[src/rtl/regsel_pkg.sv]
package regsel_pkg;
    localparam int IDX_W = 4;

    typedef enum logic [IDX_W-1:0] {
        IC_HALT  = 4'd0,
        IC_NOP   = 4'd1,
        IC_MOVE  = 4'd2,
        IC_LDIMM = 4'd3,
        IC_STORE = 4'd4,
        IC_LOAD  = 4'd5,
        IC_ALU   = 4'd6,
        IC_JUMP  = 4'd7,
        IC_CALL  = 4'd8,
        IC_RET   = 4'd9,
        IC_PUSH  = 4'd10,
        IC_POP   = 4'd11
    } instr_class_e;

    localparam logic [IDX_W-1:0] IDX_NONE = 4'hF;
    localparam logic [IDX_W-1:0] IDX_SP   = 4'd4;
endpackage

[src/rtl/port_select.sv]
module port_select
    import regsel_pkg::*;
(
    input  logic [IDX_W-1:0] instr_code,
    input  logic [IDX_W-1:0] fld_a,
    input  logic [IDX_W-1:0] fld_b,
    input  logic             cond_ok,
    output logic [IDX_W-1:0] rd_a,
    output logic [IDX_W-1:0] rd_b,
    output logic [IDX_W-1:0] wr_e,
    output logic [IDX_W-1:0] wr_m
);
    instr_class_e cls;
    assign cls = instr_class_e'(instr_code);

    always_comb begin
        rd_a = IDX_NONE;
        rd_b = IDX_NONE;
        wr_e = IDX_NONE;
        wr_m = IDX_NONE;
        unique case (cls)
            IC_MOVE: begin
                rd_a = fld_a;
                wr_e = cond_ok ? fld_b : IDX_NONE;
            end
            IC_LDIMM: wr_e = fld_b;
            IC_STORE: begin
                rd_a = fld_a;
                rd_b = fld_b;
            end
            IC_LOAD: begin
                rd_b = fld_b;
                wr_m = fld_a;
            end
            IC_ALU: begin
                rd_a = fld_a;
                rd_b = fld_b;
                wr_e = fld_b;
            end
            IC_CALL: begin
                rd_b = IDX_SP;
                wr_e = IDX_SP;
            end
            IC_RET: begin
                rd_a = IDX_SP;
                rd_b = IDX_SP;
                wr_e = IDX_SP;
            end
            IC_PUSH: begin
                rd_a = fld_a;
                rd_b = IDX_SP;
                wr_e = IDX_SP;
            end
            IC_POP: begin
                rd_a = IDX_SP;
                rd_b = IDX_SP;
                wr_e = IDX_SP;
                wr_m = fld_a;
            end
            default: ;
        endcase
    end
endmodule

[src/rtl/reg_bank.sv]
module reg_bank #(
    parameter int XLEN  = 64,
    parameter int NREG  = 15,
    parameter int IDX_W = 4
) (
    input  logic             clk,
    input  logic             rst_n,
    input  logic [IDX_W-1:0] rd_a,
    input  logic [IDX_W-1:0] rd_b,
    input  logic [IDX_W-1:0] wr_e,
    input  logic [IDX_W-1:0] wr_m,
    input  logic [XLEN-1:0]  wd_e,
    input  logic [XLEN-1:0]  wd_m,
    output logic [XLEN-1:0]  rv_a,
    output logic [XLEN-1:0]  rv_b
);
    localparam logic [IDX_W-1:0] LIMIT = IDX_W'(NREG);

    logic [XLEN-1:0] regs [NREG];

    generate
        for (genvar i = 0; i < NREG; i++) begin : g_reg
            localparam logic [IDX_W-1:0] MY_IDX = IDX_W'(i);
            always_ff @(posedge clk or negedge rst_n) begin
                if (!rst_n)
                    regs[i] <= '0;
                else if (wr_m == MY_IDX)
                    regs[i] <= wd_m;
                else if (wr_e == MY_IDX)
                    regs[i] <= wd_e;
            end

            // a register named by neither write index keeps its value
            a_r9_hold: assert property (@(posedge clk) disable iff (!rst_n)
                (wr_e != MY_IDX && wr_m != MY_IDX) |=> $stable(regs[i]));
        end
    endgenerate

    assign rv_a = (rd_a < LIMIT) ? regs[rd_a] : '0;
    assign rv_b = (rd_b < LIMIT) ? regs[rd_b] : '0;

    // an E write is visible after the edge unless the M port took the slot
    a_r6_e_commit: assert property (@(posedge clk) disable iff (!rst_n)
        (wr_e < LIMIT && wr_e != wr_m) |=> regs[$past(wr_e)] == $past(wd_e));

    // an M write is visible after the edge
    a_r7_m_commit: assert property (@(posedge clk) disable iff (!rst_n)
        (wr_m < LIMIT) |=> regs[$past(wr_m)] == $past(wd_m));

    // a shared target keeps the memory result
    a_r8_m_wins: assert property (@(posedge clk) disable iff (!rst_n)
        (wr_m < LIMIT && wr_e == wr_m) |=> regs[$past(wr_e)] == $past(wd_m));
endmodule

[src/rtl/regsel_wb_core.sv]
module regsel_wb_core
    import regsel_pkg::*;
#(
    parameter int XLEN = 64,
    parameter int NREG = 15
) (
    input  logic             clk,
    input  logic             rst_n,
    input  logic [3:0]       instr_code,
    input  logic [3:0]       reg_fld_a,
    input  logic [3:0]       reg_fld_b,
    input  logic             cond_ok,
    input  logic [XLEN-1:0]  alu_result,
    input  logic [XLEN-1:0]  mem_result,
    output logic [3:0]       sel_rd_a,
    output logic [3:0]       sel_rd_b,
    output logic [3:0]       sel_wr_e,
    output logic [3:0]       sel_wr_m,
    output logic [XLEN-1:0]  rd_val_a,
    output logic [XLEN-1:0]  rd_val_b
);
    port_select u_sel (
        .instr_code (instr_code),
        .fld_a      (reg_fld_a),
        .fld_b      (reg_fld_b),
        .cond_ok    (cond_ok),
        .rd_a       (sel_rd_a),
        .rd_b       (sel_rd_b),
        .wr_e       (sel_wr_e),
        .wr_m       (sel_wr_m)
    );

    // a move with a false condition must not write on the E port
    a_r3_cmov_off: assert property (@(posedge clk) disable iff (!rst_n)
        (instr_code == IC_MOVE && !cond_ok) |-> sel_wr_e == IDX_NONE);

    // the M port only ever targets the first field
    a_r4_m_from_a: assert property (@(posedge clk) disable iff (!rst_n)
        (sel_wr_m != IDX_NONE) |-> sel_wr_m == reg_fld_a);

    // a pop drives both write ports
    a_r7_pop_dual: assert property (@(posedge clk) disable iff (!rst_n)
        (instr_code == IC_POP) |-> (sel_wr_e == IDX_SP && sel_wr_m == reg_fld_a));

    reg_bank #(
        .XLEN  (XLEN),
        .NREG  (NREG),
        .IDX_W (IDX_W)
    ) u_bank (
        .clk   (clk),
        .rst_n (rst_n),
        .rd_a  (sel_rd_a),
        .rd_b  (sel_rd_b),
        .wr_e  (sel_wr_e),
        .wr_m  (sel_wr_m),
        .wd_e  (alu_result),
        .wd_m  (mem_result),
        .rv_a  (rd_val_a),
        .rv_b  (rd_val_b)
    );

    // the dummy index reads as zero
    a_r5_none_zero: assert property (@(posedge clk) disable iff (!rst_n)
        (sel_rd_a == IDX_NONE) |-> rd_val_a == '0);
endmodule

[config.mk]
export PLATFORM = sky130hd
export DESIGN_NAME = regsel_wb_core
export DESIGN_NICKNAME = d
export VERILOG_FILES = /design/src/rtl/regsel_pkg.sv /design/src/rtl/port_select.sv /design/src/rtl/reg_bank.sv /design/src/rtl/regsel_wb_core.sv
export SDC_FILE = /design/constraint.sdc
export NUM_CORES = 2
export LEC_CHECK = 0
export ABC_CLOCK_PERIOD_IN_PS = 8810
export BUFFER_PORTS_ARGS = -buffer_cell sky130_fd_sc_hd__buf_2
export CORE_MARGIN = 2
export CORE_UTILIZATION = 40
export DETAILED_ROUTE_END_ITERATION = 16
export HOLD_SLACK_MARGIN = 0.08
export PLACE_DENSITY_LB_ADDON = 0.12
export SLEW_MARGIN = 5
export SYNTH_ARGS = -nofsm -noshare
export SYNTH_HDL_FRONTEND = slang
export SYNTH_HIERARCHICAL = 1
export SYNTH_SLANG_ARGS = --single-unit
[constraint.sdc]
create_clock -name clk -period 8.81 [get_ports clk]
set_input_delay 1.3215 -clock clk [delete_from_list [all_inputs] [get_ports clk]]
set_output_delay 1.3215 -clock clk [all_outputs]
set_load 0.03 [all_outputs]
# Word level (Yosys, flattened, before mapping)
# Index checks and enable logic that the tools add are counted.
# classes
n_shift	0
div	0
n_mul	0
n_mux	43
eq_ne	37
n_addsub	0
magnitude_cmp	4
reduce_logical	23
n_bitwise	2
# op_table
op	n
2-to-1 mux 64 bit	36
binary-select mux 64 bit (select 4 bit)	2
== test 4 bit (second input constant)	18
== test 4 x 3 -> 1 bit (second input constant)	11
nonzero test 2 bit	15
== test 4 x 2 -> 1 bit (second input constant)	6
case mux 4 bit (2 select lines)	2
case mux 4 bit (3 select lines)	1
>= comparator 5 bit (second input constant)	2
NOT 4 -> 5 bit	2
== test 4 x 1 -> 1 bit (second input constant)	2
zero test 4 bit	2
less-than comparator 4 bit (second input constant)	2
2-to-1 mux 4 bit	2
OR reduction 4 bit	2
OR reduction 2 bit	3
OR reduction 3 bit	1
# word_totals
input_bits	143
ramBits	0
memories	0
latch_bits	0
mem_bits_ro	0
regBits	960
wordCells	124
output_inout_bits	144

# Longest topological paths before layout
# logic_depth
ltp_word	8
ltp_mapped	11
depth_no_buf	5

# Modules after synthesis
# Netlist, hierarchy kept.
# modules_own_cells
module	area_per_inst_um2	cells_per_inst	instances	seq_area_each_um2
reg_bank	60132.7	5734	1	24023.0
port_select	264.0	45	1	0.0

# Least setup slack after synthesis
# Ideal clock, no wire load.
# synth_timing
kind	input port to output port
from	input port instr_code[2]
to	output port rd_val_a[0]
arrival_ns	4.079
path_buffers	4
cell_stages	9
slack_ns	3.409
cell_sequence	buf_2 or2_2 a31oi_1 buf_2 buf_2 clkbuf_1 mux4_2 mux2_2 o211a_1
# synth_between
elab_chain_len	8
word_cells_on_any_way	15
cone_classes	order compare (1); eq/ne (6); mux (5); bitwise (1); reduce/logical (2)
# synth_lines
item	line	text
start, declared	regsel_wb_core.sv:9	input logic [3:0] instr_code,
== test 4 x 3 -> 1 bit (tied with other cells)	port_select.sv:21	unique case (cls)
OR reduction 4 bit (no source line) / OR reduction 2 bit (equally long branches)	n/a	
case mux 4 bit (2 select lines) (*)	port_select.sv:21	
net sel_rd_a[1]	regsel_wb_core.sv:15	output logic [3:0] sel_rd_a,
NOT 4 -> 5 bit (not written as such)	reg_bank.sv:39	assign rv_a = (rd_a < LIMIT) ? regs[rd_a] : '0;
binary-select mux 64 bit (select 4 bit)	reg_bank.sv:39	
2-to-1 mux 64 bit (not written as such) (2 in series)	reg_bank.sv:39	
2-to-1 mux 64 bit (*)	reg_bank.sv:39	
end, declared	regsel_wb_core.sv:19	output logic [XLEN-1:0] rd_val_a,
# The timed path passes the listed nets; every way through them passes the cells marked *. The select of a mux whose other input is x is not followed.

# Worst setup path after layout
# layout_timing
from	input port instr_code[2]
to	output port rd_val_a[39]
# layout_between
elab_chain_len	8
word_cells_on_any_way	15
cone_classes	order compare (1); eq/ne (6); mux (5); bitwise (1); reduce/logical (2)
# layout_lines
item	line
== test 4 x 3 -> 1 bit (tied with other cells)	port_select.sv:21
OR reduction 4 bit (no source line) / OR reduction 2 bit (equally long branches)	n/a
case mux 4 bit (2 select lines) (*)	port_select.sv:21
NOT 4 -> 5 bit (not written as such)	reg_bank.sv:39
binary-select mux 64 bit (select 4 bit)	reg_bank.sv:39
2-to-1 mux 64 bit (not written as such) (2 in series)	reg_bank.sv:39
2-to-1 mux 64 bit (*)	reg_bank.sv:39
# Every way passes the cells marked *; elsewhere a longest branch is shown, timed or not. The select of a mux whose other input is x is not followed.

==> summary.txt <==
Routing
  – Drt pass-1 iters: 5
  – Drt drc: 0
  – WL/cell: 30.2 um
  – DRT antenna net count: 0
  – Via count: 47,467
  – Post-Route WL: 234,000 um
  – 1st-iter DRT viols: 5,241
  – Avg Vias per Cell: 6.12

Clocking
  – Max Root-Sink Buffers: 3
  – CTS Buf Count: 114
  – TritonCTS clock tree: yes
  – Hold_buf cts: 0
  – Clock transition at path regs: 0.06 ns
  – Clock sink count: 960
  – Setup Buffers After CTS: 0
  – Clk Latency, worst-skew pair: 0.73 ns
  – Post-cts sizing count: 0
  – Root Buffer: clkbuf_16
  – # H-tree levels: 3

Layout
  – NumNets Final: 5,783
  – Commonest cells after routing, fill and taps aside: mux2i_1 (1,346), dfrtp_1 (960), nand2_1 (706)
  – Most common cell after layout, fill and taps aside: mux2i_1
  – Number of flip-flops in the largest register: 960
  – Area grow syn2layout: 10.5%
  – Largest registers: u_bank/regs: 960 flops
  – Most flop-heavy register: u_bank/regs
  – Layout cells sized above 1: 17.3%
  – Final Util: 44.5%

Timing
  – # setup viols final: 0
  – RSZ-0062 raised after global routing: no
  – Worst Clk Skew: 0 ns
  – FMAX: 0.153 GHz
  – Final Hold Fails: 0
  – Final Critical Period: 6.56 ns
  – Fin. max-slew vios: 0
  – Part of the cycle the worst path needs: 74.4%
  – PnR worst setup slack: 2.25 ns
  – Slew headroom: 18.3%
  – Least-Margin Pin Slew: 1.22 ns
  – Fin Setup TNS: 0 ns

Power and ir drop
  – Pwr per Cell Area: 240 nW/um2
  – Comb pwr share: 28.3%
  – Design Power: 16.0 mW
  – Sequential share of power: 41.2%
  – VDD IR max: 0.000184 V
  – Int Pwr: 10.6 mW
  – NetSw: 5.44 mW
  – Sw frac: 33.9%
  – Leak: 28.7 nW
  – Clock share of power: 30.5%

Global route
  – Gr usage total: 30.1%
  – Congestion Overflow GR: 0
  – Vias in the first global route: 46,533
  – Largest net degree at the start of global routing: 164
  – Global-route wire length before repair: 340,000 um
  – Initial antenna violation count: 30

Critical path
  – Worst setup EP type: primary output
  – Crit start category: input pin
  – CP max-delay cell: and3b_4
  – Worst path max stage delay: 1.02 ns
  – Worst EP required: 7.49 ns
  – Worst Path Max Fanout: 39
  – WS Path Type: input pin to primary output
  – Critical path arrival: 5.23 ns
  – CP Cell Sequence: buf_2, or2_2, a31oi_4, buf_4, and3b_4, buf_4, a22oi_1, o211a_1, buf_2

Floorplanning
  – Core ar.: 150,000 um2
  – Die area: 154,000 um2
  – Io pins: 287
  – Die X: 393 um
  – Die Y-Extent: 393 um
  – Initial Util: 40.3%
  – Rows: 142

Synth
  – Number of synthesized flops with an enable pin: 0
  – Synth warn: 6
  – Cell variety after synth: 38
  – Post-synth top flop: dfrtp_1
  – Syn_nets: 5,922
  – Register area share after synthesis: 39.8%
  – Syn_area_per_cell: 10.5 um2
  – FFs w/ async S/R, synth: 100%
  – Synth area leader: dfrtp_1
  – Area contributors post-synth: dfrtp_1 (40%), mux2i_1 (22%), mux4_2 (12%)
  – Share of the synthesized area in the top cell type: 39.8%
  – Mapped cell area: 60,400 um2
  – Mapped Cells: 5,779
  – Register bit total from synthesis: 960

Place
  – Port Buffers: 286
  – Hpwl dp: 120,000 um
  – Final Wtd Congestion: 0.801
  – Post-Place Worst Slack: 2.34 ns

Run
  – Max cap viols: 0

Run status
  – Outcome: complete, no violations

Worst hold path
  – Min-delay worst type: input pin to asynchronous set/reset pin
## worst paths after layout
check | startpoint | to | slack (ns) | depth (start not counted)
max | instr_code[2] | rd_val_a[39] | 2.25 | 9
max reg2reg | u_bank/regs[164] | u_bank/regs[164] | 7.99 | 2
min reg2reg | u_bank/regs[775] | u_bank/regs[775] | 0.57 | 2
min | rst_n | u_bank/regs[60] | 0.53 | 1
max in group asynchronous | rst_n | u_bank/regs[93] | 6.33 | 3
min in group clk | u_bank/regs[775] | u_bank/regs[775] | 0.57 | 2
## synth_stat cells (all sizes together) (63+ instances only)
cell    instances
a22oi         127
nor2          261
buf           268
a21oi         256
o21ai         773
mux2i        1346
inv            66
o211a          63
clkbuf        377
mux4          321
mux2           63
o221ai         63
nand2b         66
dfrtp         960
nand2         706
## power by group through the flow
stage / Sequential, mW / Clock, mW / Combinational [mW]
global placement: 6.61 / 0 / 4.45
CTS: 6.56 / 4.95 / 4.53
finish: 6.60 / 4.88 / 4.54
global route: 6.74 / 5.13 / 4.91
floorplan: 6.30 / 0 / 3.37
detailed placement: 6.62 / 0 / 4.52
## through the flow
stage / instances / hold WS, ns / area [um2]
floorplan: 5779 / 0.527 / 60400
global placement: 7540 / 0.547 / 62900
detailed placement: 7540 / 0.556 / 62900
CTS: 7749 / 0.523 / 66700
global route: 7753 / 0.565 / 66700
finish: 7758 / 0.531 / 66700
## layout make-up
type | instances | area [um2]
diodes | 9 | 22.5
multi-input cells | 4107 | 33600
repair buffers | 390 | 2580
flip-flops and latches | 960 | 24000
clock inverters | 39 | 423
well taps | 2016 | 2520
fillers | 14093 | 83200
inverters | 67 | 254
clock buffers | 170 | 3360
## worst max-delay path, delay by kind of cell
kind	cells	cell delay (ns)
simple gates	2	1.41
compound gates	3	0.59
buf+inv	4	1.77
## per-layer routing
layer | track usage (%) | wire [um] | vias up
met1 | 44.6 | 106000 | 24387
met5 | 0 | 97 | -
met2 | 45.5 | 105000 | 2023
li1 | - | - | 20697
met3 | 4.64 | 17300 | 342
met4 | 8.39 | 6050 | 18
## cell families (layout without fill, tap and decap cells)
group                  after synthesis  after routing  synth area share (%)
AO/OA/AOI/OAI                     1292           1292                  12.2
AND/OR/NAND/NOR                   1085           1085                  7.42
multiplexers                      1730           1730                  35.5
buffers and inverters              712            666                  5.18
flip-flops                         960            960                  39.8
other                                0              9                     0
(Power assumes the default switching activity.)
